`src/rtl/pgseq_pkg.sv`:
```
package pgseq_pkg;
  // Strobes from the stage control to the sequence counter
  typedef struct packed {
    logic run;      // count this cycle
    logic restart;  // discard any partial count
  } tmrCtl_t;
endpackage

```
`src/rtl/pgseq_timer.sv`:
```
module pgseq_timer
  import pgseq_pkg::*;
#(
  parameter int DLY_W = 8
) (
  input  logic             clk,
  input  logic             rst,
  input  tmrCtl_t          ctl,
  input  logic [DLY_W-1:0] seqDelay,
  output logic             expire
);
  localparam int CMP_W = DLY_W + 1;
  typedef logic [DLY_W-1:0] cnt_t;

  cnt_t             cnt;
  logic [CMP_W-1:0] nextElapsed;

  // Number of cycles served once this cycle is counted
  assign nextElapsed = {1'b0, cnt} + CMP_W'(1);
  assign expire      = ctl.run && (nextElapsed >= {1'b0, seqDelay});

  always_ff @(posedge clk) begin
    if (rst || ctl.restart) begin
      cnt <= '0;
    end else if (ctl.run) begin
      if (expire) cnt <= '0;
      else        cnt <= cnt + cnt_t'(1);
    end
  end

  p_restart_zero_r11: assert property (@(posedge clk) disable iff (rst)
    ctl.restart |=> (cnt == '0));

  p_count_step_r5: assert property (@(posedge clk) disable iff (rst)
    (ctl.run && !ctl.restart && !expire) |=> (cnt == cnt_t'($past(cnt) + cnt_t'(1))));

  p_idle_hold_r10: assert property (@(posedge clk) disable iff (rst)
    (!ctl.run && !ctl.restart) |=> $stable(cnt));
endmodule

```
`src/rtl/pgseq_ctrl.sv`:
```
module pgseq_ctrl
  import pgseq_pkg::*;
(
  input  logic    clk,
  input  logic    rst,
  input  logic    drainLow,
  input  logic    gateHigh,
  input  logic    clearReq,
  input  logic    uvFault,
  input  logic    lockoutFault,
  input  logic    cbTimeout,
  input  logic    seqEnable,
  input  logic    expire,
  output tmrCtl_t ctl,
  output logic    pgood1N,
  output logic    pgood2N,
  output logic    pgood3N,
  output logic    seqBusy
);
  logic stage1, stage2, stage3;   // stage latched (power good active)
  logic dly1Done, dly2Done;       // delay after stage one / two served
  logic stage1Nxt, stage2Nxt, stage3Nxt, dly1Nxt, dly2Nxt;
  logic killAll, setCond, phase1, phase2;

  assign killAll = clearReq | uvFault | lockoutFault | cbTimeout;
  assign setCond = drainLow & gateHigh;
  assign phase1  = stage1 & ~dly1Done;
  assign phase2  = stage2 & ~dly2Done;

  assign ctl.run     = ~killAll & (phase1 | (phase2 & seqEnable));
  assign ctl.restart = killAll | (stage2 & ~seqEnable);

  always_comb begin
    stage1Nxt = ~killAll & (stage1 | setCond);
    dly1Nxt   = stage1Nxt & (dly1Done | (phase1 & expire));
    stage2Nxt = stage1Nxt & seqEnable & (stage2 | dly1Done | (phase1 & expire));
    dly2Nxt   = stage2Nxt & (dly2Done | (phase2 & expire));
    stage3Nxt = stage2Nxt & (stage3 | (phase2 & expire));
  end

  always_ff @(posedge clk) begin
    if (rst) begin
      stage1   <= 1'b0;
      stage2   <= 1'b0;
      stage3   <= 1'b0;
      dly1Done <= 1'b0;
      dly2Done <= 1'b0;
    end else begin
      stage1   <= stage1Nxt;
      stage2   <= stage2Nxt;
      stage3   <= stage3Nxt;
      dly1Done <= dly1Nxt;
      dly2Done <= dly2Nxt;
    end
  end

  assign pgood1N = ~stage1;
  assign pgood2N = ~stage2;
  assign pgood3N = ~stage3;
  assign seqBusy = phase1 | phase2;

  p_fault_release_r3: assert property (@(posedge clk) disable iff (rst)
    killAll |=> pgood1N);

  p_latch_set_r2: assert property (@(posedge clk) disable iff (rst)
    (setCond && !killAll) |=> !pgood1N);

  p_latch_hold_r4: assert property (@(posedge clk) disable iff (rst)
    (!pgood1N && !killAll) |=> !pgood1N);

  p_enable_drop_r8: assert property (@(posedge clk) disable iff (rst)
    !seqEnable |=> (pgood2N && pgood3N));

  p_order_two_r9: assert property (@(posedge clk) disable iff (rst)
    !pgood2N |-> !pgood1N);

  p_order_three_r7: assert property (@(posedge clk) disable iff (rst)
    !pgood3N |-> !pgood2N);

  p_idle_when_done_r10: assert property (@(posedge clk) disable iff (rst)
    !pgood3N |-> !seqBusy);
endmodule

```
`src/rtl/pgood_sequencer.sv`:
```
module pgood_sequencer
  import pgseq_pkg::*;
#(
  parameter int DLY_W = 8
) (
  input  logic             clk,
  input  logic             rst,
  input  logic             drainLow,
  input  logic             gateHigh,
  input  logic             clearReq,
  input  logic             uvFault,
  input  logic             lockoutFault,
  input  logic             cbTimeout,
  input  logic             seqEnable,
  input  logic [DLY_W-1:0] seqDelay,
  output logic             pgood1N,
  output logic             pgood2N,
  output logic             pgood3N,
  output logic             seqBusy
);
  tmrCtl_t tmrCtl;
  logic    tmrExpire;

  pgseq_ctrl i_ctrl (
    .clk          (clk),
    .rst          (rst),
    .drainLow     (drainLow),
    .gateHigh     (gateHigh),
    .clearReq     (clearReq),
    .uvFault      (uvFault),
    .lockoutFault (lockoutFault),
    .cbTimeout    (cbTimeout),
    .seqEnable    (seqEnable),
    .expire       (tmrExpire),
    .ctl          (tmrCtl),
    .pgood1N      (pgood1N),
    .pgood2N      (pgood2N),
    .pgood3N      (pgood3N),
    .seqBusy      (seqBusy)
  );

  pgseq_timer #(.DLY_W(DLY_W)) i_timer (
    .clk      (clk),
    .rst      (rst),
    .ctl      (tmrCtl),
    .seqDelay (seqDelay),
    .expire   (tmrExpire)
  );
endmodule

```
`config.mk`:
```
export PLATFORM = sky130hd
export DESIGN_NAME = pgood_sequencer
export DESIGN_NICKNAME = d
export VERILOG_FILES = /design/src/rtl/pgseq_pkg.sv /design/src/rtl/pgseq_timer.sv /design/src/rtl/pgseq_ctrl.sv /design/src/rtl/pgood_sequencer.sv
export SDC_FILE = /design/constraint.sdc
export NUM_CORES = 1
export LEC_CHECK = 0
export ABC_AREA = 0
export BUFFER_PORTS_ARGS = -buffer_cell sky130_fd_sc_hd__buf_2
export CELL_PAD_IN_SITES_DETAIL_PLACEMENT = 1
export CELL_PAD_IN_SITES_GLOBAL_PLACEMENT = 1
export CORE_MARGIN = 2
export CORE_UTILIZATION = 37
export DETAILED_ROUTE_END_ITERATION = 7
export PLACE_DENSITY_LB_ADDON = 0.08
export SETUP_SLACK_MARGIN = 0.5
export SYNTH_ARGS = -nofsm -noshare
export SYNTH_HDL_FRONTEND = slang
export SYNTH_SLANG_ARGS = --single-unit
```
`constraint.sdc`:
```
create_clock -name clk -period 3.5 [get_ports clk]
set_clock_uncertainty 0.2 [all_clocks]
set_input_delay 0.525 -clock clk [delete_from_list [all_inputs] [get_ports clk]]
set_output_delay 0.525 -clock clk [all_outputs]
set_load 0.05 [all_outputs]
```
==> results of run 1 <==
## logic make-up (layout without fill, tap and decap cells)
family | count (synthesis) | after routing
and+or+nand+nor | 38 | 38
buffers and inverters | 15 | 45
adders and majority gates | 9 | 9
xor gates and xnor gates | 6 | 6
AOI/OAI and AO/OA | 27 | 27
DFF | 13 | 13
## stage by stage
| stage | total power, mW | hold slack (ns) |
|---|---|---|
| floorplan | 0.159 | 0.242 |
| global placement | 0.169 | 0.260 |
| detailed placement | 0.170 | 0.263 |
| CTS | 0.266 | 0.253 |
| global route | 0.274 | 0.265 |
| finish | 0.260 | 0.264 |
## synthesized netlist by cell type, drive strengths merged
cell type,number,area [µm²]
o21ai,5,25.0
nor3,5,25.0
clkbuf,1,3.75
a221o,1,10.0
o211a,1,10.0
xor2,2,17.5
xnor2,4,35.0
nand3,7,35.0
a21o,3,22.5
or3,1,6.26
nand2b,1,6.26
o41a,1,11.3
and3,3,18.8
inv,14,52.6
nor3b,1,7.51
ha,9,113
a31oi,3,18.8
a32o,2,20.0
a211oi,1,12.5
a21oi,8,40.0
nand2,8,30.0
nor2b,2,12.5
nor2,7,26.3
dfxtp,13,260
nand3b,1,7.51
or4,2,15.0
o21a,1,7.51
a211o,1,8.76
## how the worst max path moves through the flow
stage	from	endpoint	slack, ns	depth (start not counted)
after floorplan	i_timer.cnt[0]$_SDFFE_PP0P_	i_timer.cnt[4]$_SDFFE_PP0P_	0.52	10
final	i_timer.cnt[5]$_SDFFE_PP0P_	i_timer.cnt[4]$_SDFFE_PP0P_	0.62	9
after CTS	i_timer.cnt[0]$_SDFFE_PP0P_	i_timer.cnt[4]$_SDFFE_PP0P_	0.51	10
after detailed placement	i_timer.cnt[0]$_SDFFE_PP0P_	i_timer.cnt[4]$_SDFFE_PP0P_	0.26	10
after global routing	i_timer.cnt[5]$_SDFFE_PP0P_	i_timer.cnt[4]$_SDFFE_PP0P_	0.49	9
after global placement	i_timer.cnt[0]$_SDFFE_PP0P_	i_timer.cnt[4]$_SDFFE_PP0P_	0.35	10
## layer usage
metal	vias up	track usage (%)	part of all wire (%)
li1	445	-	-
met1	416	23.0	48
met2	11	28.5	48
met3	2	4.02	2.9
met4	0	8.55	0.74
met5	-	0	0
## cell type report
cell class / count / share of cell area, %
inverter: 14 / 4.53
clock buffer: 4 / 2.26
timing repair buffer: 27 / 13.1
tap: 28 / 3.02
sequential: 13 / 23.6
multi-input combinational: 80 / 53.4
## worst max-delay path, stage by stage (launching register included)
cell     delay [ns]
dfxtp_1        0.43
nand3_1        0.17
nor3_4         0.17
xnor2_2        0.16
ha_1           0.29
and3_1         0.20
a221o_1        0.32
a211o_1        0.26
or4_1          0.47
a31oi_1        0.13
## what timing repair did
action,4_1_cts,5_1_grt
setup endpoints to repair,5,5
hold endpoints to repair,0,0
gates resized for setup,12,9
hold buffers,0,0
pin swaps,4,5
setup buffers,4,2
## flip-flops by register name, indices dropped and copies added (netlist names)
signal	cells
i_ctrl.stage3	1
i_ctrl.dly2Done	1
i_timer.cnt	8
i_ctrl.stage1	1
i_ctrl.dly1Done	1
i_ctrl.stage2	1
## report_power, final
| group | total, mW | internal [mW] | switching, mW | leakage, nW |
|---|---|---|---|---|
| clock | 0.0949 | 0.0441 | 0.0507 | 0.0150 |
| sequential | 0.146 | 0.145 | 0.0000667 | 0.108 |
| combinational | 0.0192 | 0.0100 | 0.00922 | 0.435 |
## cell usage in the layout (no fill, tap or decap), drive strengths merged, types with 2 or more instances in the layout
master and n:
a21o 3, a21oi 8, a31oi 3, a32o 2
and3 3, buf 27, clkbuf 4, dfxtp 13
ha 9, inv 14, nand2 8, nand3 7
nor2 7, nor2b 2, nor3 5, o21ai 5
or4 2, xnor2 4, xor2 2
==> impl_metrics.csv, run 1 <==
group,metric,value,unit
run_status,status,"complete, no violations",
sta,layout_min_cycle_time,2.88,ns
layout,layout.cells.non_filler,166,
yosys,avgSynthCellArea,7.95,µm²
route,first_pass_iters,4,
placed_design,place_ws,0.264,ns
yosys,ys_seq_elements,13,
route,drc,0,
setup_path,crit_path_start_kind,"register",
yosys,synth_adder_area_share,13.1,%
grt,antenna_found_initial,0,
route,via_count,874,
job,max_cap_viol_count,0,
grt,grt_max_degree,14,
layout,area_growth,35.3,%
cts,cts_tree,"done",
grt,overflow,0,
setup_path,worstReg2RegStart,"i_timer.cnt[5]$_SDFFE_PP0P_",
sta,fin_setup_tns,0,ns
floorplan,die_w,52.2,µm
yosys,synth_area,858,µm²
route,drt.antenna.violating_nets,0,
placed_design,gp_congestion,0.730,
layout,diodes,0,
sta,finalHoldViolations,0,
sta,setup_ws,0.617,ns
yosys,synth_top_family_by_area,"simple AND/OR/NAND/NOR gates",
floorplan,die_area,2720,µm²
hold_path,hold_end,"i_ctrl.stage1$_SDFF_PP0_",
placed_design,dpl_cell_area,997,µm²
route,route.detailed.wl_per_inst,13.9,µm
cts,cts.path.max_buffers,2,
layout,finalNetCount,165,
floorplan,ios,21,
cts,clkLatencyLatePin,0.27,ns
yosys,syn-num-nets,134,
sta,fmax,347,MHz
floorplan,start_util,38.8,%
cts,cts-buffers-inserted,3,
yosys,synth_cell_types,29,
sta,slew_headroom,57.0,%
layout,fin_area,1160,µm²
layout,utilization,52.5,%
yosys,synth-xor-area-share,6.12,%
sta,finalSetupViolCount,0,
yosys,synth_simple_gate_area_share,22.2,%
cts,cts.reportedPaths.clkPinSlew,0.08,ns
cts,htree_num_levels,1,
hold_path,hp-start,"rst",
power_and_ir_drop,p_leak,0.558,nW
yosys,synth.area.mux_share,0,%
floorplan,die_y,52.2,µm
layout,n_fill_cell,292,
route,drt_iter0_markers,12,
power_and_ir_drop,irDropWorstVdd,0.000190,V
floorplan,coreArea,2210,µm²
placed_design,numPlacedInstances,156,
yosys,yosys_warnings,0,
setup_path,ff2ff_setup_slack,0.62,ns
grt,track_usage,18.0,%
setup_path,end_kind,"register",
placed_design,hpwl,1610,µm
yosys,synth_cells,108,
setup_path,critPathArrivalTime,2.88,ns
grt,grt_pass1_wl,3610,µm
setup_path,worstPathMaxFanout,4,
setup_path,worstPathRequired,3.50,ns
floorplan,rows,17,
grt,grt_pass1_vias,846,
sta,tightest_slew,0.640,ns
sta,final_max_slew_viol_count,0,
setup_path,reg2reg_to,"i_timer.cnt[4]$_SDFFE_PP0P_",
layout,register_area,274,µm²
setup_path,setup.worst_path.class,"register to register",
hold_path,hp-class,"primary input to register",
cts,root_buffer,"clkbuf_4",
setup_path,r2r_cells,9,
yosys,seq_area_frac_synth,30.3,%
layout,multi_input_area,621,µm²
route,drt_wl_total,2310,µm
cts,cts_num_sinks,13,
hold_path,holdPathStages,2,
sta,period_share,82.4,%
layout,drive_gt1_share,31.9,%
yosys,synth-compound-area-share,21.7,%
route,avgViaCountPerCell,5.27,
placed_design,port_buffers,20,
sta,rsz0062_at_grt,"no",
power_and_ir_drop,power.density,224,nW/µm²
Power figures use the tool's default switching activity.
==> run 2, diff against run 1 <==
- ABC_AREA: 0 -> 1
- CORE_UTILIZATION: 37 -> 33
- clock period: 3.5 -> 2.6 ns (I/O delays scaled with it)
==> run 2 against run 1 <==
Against the previous run:
- clock power grew 34%
- register-to-register slack worse by 0.30 ns
- flip-flop and latch count did not move
==> impl_metrics.csv, run 2 <==
group,metric,value,unit
yosys,synth_enable_flop_cells,0,
grt,grt_max_degree,10,
yosys,ys.flop_type,"dfxtp_1",
cts,htree_num_levels,1,
setup_path,cp_common_cell,"nand2_1",
floorplan,rows,18,
yosys,avgSynthCellArea,6.96,µm²
cts,cts_tree,"done",
layout,mostFrequentLayoutCells,"27 x inv_1, 23 x nand2_1, 20 x buf_2",
hold_path,hp-class,"primary input to register",
route,drt.antenna.violating_nets,0,
placed_design,dpl_cell_area,1060,µm²
placed_design,gp_congestion,0.738,
layout,fin_area,1210,µm²
cts,cts.reportedPaths.clkPinSlew,0.08,ns
route,avgViaCountPerCell,4.67,
setup_path,setup.worst_path.class,"register to register",
yosys,synth_cell_types,20,
sta,fin_setup_tns,0,ns
setup_path,path_cells,"ha_4 -> nand3_4 -> xnor2_2 -> ha_1 -> nand2_1 -> inv_2 -> nand2_2 -> nand3_2 -> nand2_1 -> nand2_1 -> nand2_2 -> nand2_4 -> nor2_4 -> nand2_1 -> a21oi_1",
yosys,synth_area_leader_cell,"dfxtp_1",
floorplan,die_w,56.4,µm
sta,finalHoldViolations,0,
setup_path,cp_slowest_stage_delay,0.38,ns
sta,finalSetupViolCount,0,
cts,clkLatencyLatePin,0.28,ns
route,drc,0,
yosys,synthTopCellsByCount,"28 x inv_1, 28 x nand2_1, 13 x a21oi_1, 13 x dfxtp_1",
job,max_cap_viol_count,0,
route,drt_iter0_markers,14,
yosys,ys_seq_elements,13,
sta,fmax,439,MHz
yosys,synth.area.top_cells,"dfxtp_1 29%, ha_1 12%, inv_1 12%",
yosys,synth_cells,130,
setup_path,crit_path_start_kind,"register",
layout,largest_reg_flops,8,
layout,final_common_cell,"inv_1",
grt,antenna_found_initial,0,
run_status,status,"complete, no violations",
layout,diodes,0,
yosys,synth_top_area_share,28.8,%
setup_path,cp_slowest_cell,"dfxtp_4",
placed_design,hpwl,1820,µm
layout,area_growth,34.2,%
grt,track_usage,15.2,%
yosys,seq_area_frac_synth,28.8,%
layout,drive_gt1_share,41.5,%
floorplan,start_util,35.5,%
cts,cts-buffers-inserted,3,
route,route.detailed.wl_per_inst,12.1,µm
floorplan,die_y,56.4,µm
yosys,syn-num-nets,156,
placed_design,numPlacedInstances,180,
floorplan,ios,21,
setup_path,critPathArrivalTime,2.28,ns
floorplan,die_area,3180,µm²
power_and_ir_drop,power.density,290,nW/µm²
setup_path,end_kind,"register",
sta,layout_min_cycle_time,2.28,ns
grt,overflow,0,
cts,cts.path.max_buffers,2,
layout,layout.cells.non_filler,189,
yosys,yosys_warnings,0,
layout,regMostFlops,"i_timer.cnt",
cts,root_buffer,"clkbuf_4",
power_and_ir_drop,p_leak,0.577,nW
cts,cts_num_sinks,13,
setup_path,worstPathMaxFanout,6,
layout,finalNetCount,186,
setup_path,cp_top_family,"simple AND/OR/NAND/NOR gates",
route,first_pass_iters,3,
power_and_ir_drop,irDropWorstVdd,0.000313,V
setup_path,worstPathRequired,2.60,ns
sta,period_share,87.7,%
floorplan,coreArea,2540,µm²
setup_path,crit_buf_inv,1,
sta,tightest_slew,0.297,ns
sta,rsz0062_at_grt,"yes",
route,drt_wl_total,2280,µm
sta,slew_headroom,80.2,%
yosys,synth_area,905,µm²
sta,final_max_slew_viol_count,0,
grt,grt_pass1_vias,845,
yosys,async_flop_share,0,%
grt,grt_pass1_wl,3800,µm
placed_design,port_buffers,20,
cts,hold_buffers,0,
route,via_count,882,
-- run 2: changes by cell type in the layout (fill, tap and decap cells not counted), sizes merged, moves of 5 or more --
cell   before  now
a21oi       8   14
inv        14   32
nand2       8   31
nor2        7   13
nor3        5    0
-- run 2: final timing paths --
check	startpoint	to	slack, ns	cells after the start
setup / recovery	i_timer.cnt[0]$_SDFFE_PP0P_	i_timer.cnt[2]$_SDFFE_PP0P_	0.32	15
hold / removal	rst	i_ctrl.stage1$_SDFF_PP0_	0.18	4
hold reg to reg	i_ctrl.dly1Done$_SDFF_PP0_	i_ctrl.dly1Done$_SDFF_PP0_	0.31	2
setup reg to reg	i_timer.cnt[0]$_SDFFE_PP0P_	i_timer.cnt[2]$_SDFFE_PP0P_	0.32	15
-- run 2: worst min-delay path, stage by stage --
cell and delay [ns]:
buf_2 0.08, nor2_1 0.03, inv_1 0.06, nor2_1 0.05
-- run 2: where the power goes --
group          internal, mW  switching (mW)
Clock                0.0595          0.0673
Combinational        0.0142          0.0146
Sequential            0.196       0.0000591
Total                 0.269          0.0819
-- run 2: metrics by stage --
| stage | power [mW] | worst slack [ns] | utilization, % | hold WS (ns) |
|---|---|---|---|---|
| after global routing | 0.373 | 0.173 | 47.7 | 0.200 |
| after CTS | 0.358 | 0.331 | 45.0 | 0.166 |
| final | 0.351 | 0.320 | 47.7 | 0.177 |
| after global placement | 0.230 | 0.294 | 41.8 | 0.259 |
| after detailed placement | 0.231 | 0.174 | 41.8 | 0.275 |
| after floorplan | 0.216 | 0.501 | - | 0.252 |
-- run 2: final cells by class --
| cell class | instances | area, µm² |
|---|---|---|
| repair buffers | 25 | 138 |
| multi-input cells | 85 | 616 |
| inverters | 32 | 123 |
| well taps | 30 | 37.5 |
| clock buffers | 4 | 26.3 |
| fillers | 344 | 1330 |
| flip-flops and latches | 13 | 274 |
-- run 2: per-layer routing --
metal  global-route usage (%)  vias to the layer above  wire, µm
li1                         -                      460         -
met5                        0                        -         0
met1                     20.2                      406      1090
met2                     24.9                       14      1100
met3                     4.15                        2        74
met4                     3.06                        0        15
-- run 2: cells by family (layout without fill, tap and decap cells) --
| family | Yosys count | after routing | synth area share, % |
|---|---|---|---|
| AND/OR/NAND/NOR | 53 | 53 | 27.9 |
| XOR/XNOR | 6 | 6 | 5.81 |
| adder cells (fa/ha/maj) | 9 | 9 | 12.4 |
| buffers and inverters | 32 | 61 | 13.6 |
| flip-flops | 13 | 13 | 28.8 |
| AO/OA/AOI/OAI | 17 | 17 | 11.5 |
-- run 2: repair_timing --
item / 4_1_cts / 5_1_grt
endpoints found under the setup margin: 12 / 12
buffers inserted: 3 / 2
hold endpoints to repair: 0 / 0
pin swaps: 3 / 5
resized for setup: 9 / 16
==> run 3, diff against run 2 <==
- clock period: 2.6 -> 2 ns (I/O delays scaled with it)
==> run 3 against run 2 <==
Against the previous run:
- setup slack got worse by 0.64 ns
- largest power group unchanged
- first-iteration DRC count shrank 14%
- clock power up 27%
- the run now ends with setup timing left
- register-to-register slack got worse by 0.64 ns
- flip-flop and latch count unchanged
==> impl_metrics.csv, run 3 (synthesis gave the netlist of run 2 again) <==
group,metric,value,unit
floorplan,start_util,35.5,%
route,first_pass_iters,4,
layout,multi_input_area,624,µm²
layout,diodes,0,
sta,period_share,116,%
layout,n_fill_cell,339,
grt,grt_max_degree,10,
placed_design,hpwl,1890,µm
setup_path,cp_slowest_cell,"dfxtp_4",
power_and_ir_drop,p_comb_share,8.3,%
layout,mostFrequentLayoutCells,"28 x inv_1, 26 x nand2_1, 24 x buf_4",
cts,root_buffer,"clkbuf_4",
setup_path,crit_buf_inv,0,
floorplan,ios,21,
cts,clkLatencyLatePin,0.27,ns
floorplan,rows,18,
power_and_ir_drop,p_leak,0.676,nW
setup_path,ff2ff_setup_slack,-0.32,ns
sta,fmax,431,MHz
floorplan,die_w,56.4,µm
cts,cts.path.max_buffers,2,
grt,grt_pass1_vias,999,
power_and_ir_drop,p_seq_share,56.3,%
sta,finalHoldViolations,0,
run_status,violations,"setup timing",
power_and_ir_drop,intPower,354,µW
floorplan,coreArea,2540,µm²
placed_design,place_ws,-0.284,ns
floorplan,die_area,3180,µm²
route,drt_iter0_markers,12,
sta,finalSetupViolCount,12,
route,avgViaCountPerCell,4.56,
setup_path,worstPathMaxFanout,6,
power_and_ir_drop,switching_share,22.5,%
power_and_ir_drop,p_clk_share,35.3,%
cts,cts.reportedPaths.clkPinSlew,0.08,ns
cts,cts-buffers-inserted,3,
route,drt.antenna.violating_nets,0,
cts,hold_buffers,0,
placed_design,gp_congestion,0.767,
grt,overflow,0,
power_and_ir_drop,power.density,333,nW/µm²
layout,regMostFlops,"i_timer.cnt",
route,via_count,949,
sta,final_max_slew_viol_count,0,
grt,track_usage,16.4,%
setup_path,crit_path_start_kind,"register",
layout,drive_gt1_share,42.7,%
placed_design,port_buffers,20,
floorplan,die_y,56.4,µm
setup_path,cp_slowest_stage_delay,0.37,ns
sta,rsz0062_at_grt,"yes",
job,max_cap_viol_count,0,
grt,antenna_found_initial,0,
layout,largest_reg_flops,8,
cts,cts_tree,"done",
cts,cts_num_sinks,13,
layout,finalNetCount,205,
layout,register_area,268,µm²
route,drt_wl_total,2410,µm
sta,setup_ws,-0.319,ns
setup_path,worstPathRequired,2.01,ns
sta,layout_min_cycle_time,2.32,ns
setup_path,cp_top_family,"simple AND/OR/NAND/NOR gates",
setup_path,path_cells,"ha_4 -> nand3_4 -> nor2_4 -> xor2_1 -> ha_1 -> a21oi_1 -> nand2_1 -> nand2_2 -> nand2_4 -> nor2_4 -> nand2_1 -> a21oi_1",
layout,area_growth,51.6,%
setup_path,critPathArrivalTime,2.33,ns
hold_path,hp-class,"primary input to register",
power_and_ir_drop,power_switching,103,µW
sta,fin_setup_tns,-3.23,ns
layout,final_common_cell,"inv_1",
sta,tightest_slew,0.280,ns
power_and_ir_drop,irDropWorstVdd,0.000489,V
route,route.detailed.wl_per_inst,11.6,µm
sta,slew_headroom,81.3,%
setup_path,end_kind,"register",
route,drc,0,
run_status,status,"finished, violations left",
cts,htree_num_levels,1,
grt,grt_pass1_wl,4190,µm
layout,utilization,53.9,%
setup_path,setup.worst_path.class,"register to register",
run 3: changes by cell type in the layout (fill, tap and decap cells not counted), sizes merged:
| cell | previous run | this run |
|---|---|---|
| buf | 25 | 44 |
run 3: repair_timing:
item	CTS	global route
buffers inserted	4	5
endpoints found under the setup margin	13	14
resized for setup	7	9
cloned	0	0
pin swaps	7	5
run 3: area by class of cell:
cell class | instances | share of cell area, %
Inverter | 32 | 8.94
Clock buffer | 4 | 1.92
Tap cell | 30 | 2.74
Timing Repair Buffer | 44 | 21.4
Sequential cell | 13 | 19.5
Multi-Input combinational cell | 85 | 45.5
run 3: per-layer routing:
layer  vias up  share of wire [%]  track usage, %
li1        496                  -               -
met1       439                 45            20.2
met2        14                 52            29.7
met3         0                3.1            4.15
met4         0                  0            1.02
met5         -                  0               0
run 3: final timing paths:
path                                from                          end  cells after the start
max          i_timer.cnt[0]$_SDFFE_PP0P_  i_timer.cnt[5]$_SDFFE_PP0P_                     12
min                                  rst     i_ctrl.stage1$_SDFF_PP0_                      4
max reg2reg  i_timer.cnt[0]$_SDFFE_PP0P_  i_timer.cnt[5]$_SDFFE_PP0P_                     12
min reg2reg   i_ctrl.dly1Done$_SDFF_PP0_   i_ctrl.dly1Done$_SDFF_PP0_                      2
run 3: per-stage QoR:
stage	std cells	total power, mW	hold slack [ns]	area, µm²
after CTS	203	0.466	0.0745	1290
final	208	0.457	0.0801	1370
after global placement	195	0.299	0.259	1210
after detailed placement	195	0.301	0.273	1210
after global routing	208	0.486	0.0942	1370
after floorplan	130	0.282	0.252	956
run 3: power groups by stage:
stage | registers, mW | clock network, mW | logic [mW]
2_1_floorplan | 0.265 | 0 | 0.0168
3_3_place_gp | 0.265 | 0 | 0.0345
3_5_place_dp | 0.265 | 0 | 0.0363
4_1_cts | 0.259 | 0.170 | 0.0369
5_1_grt | 0.257 | 0.184 | 0.0442
6_report | 0.257 | 0.161 | 0.0381
run 3: worst reg2reg max path, delay by kind of cell (launching register included):
family	cells	cell delay (ns)
AND/OR/NAND/NOR	7	0.72
adder cells (fa/ha/maj)	2	0.44
AO/OA/AOI/OAI	2	0.29
XOR/XNOR	1	0.22
flip-flops	1	0.37
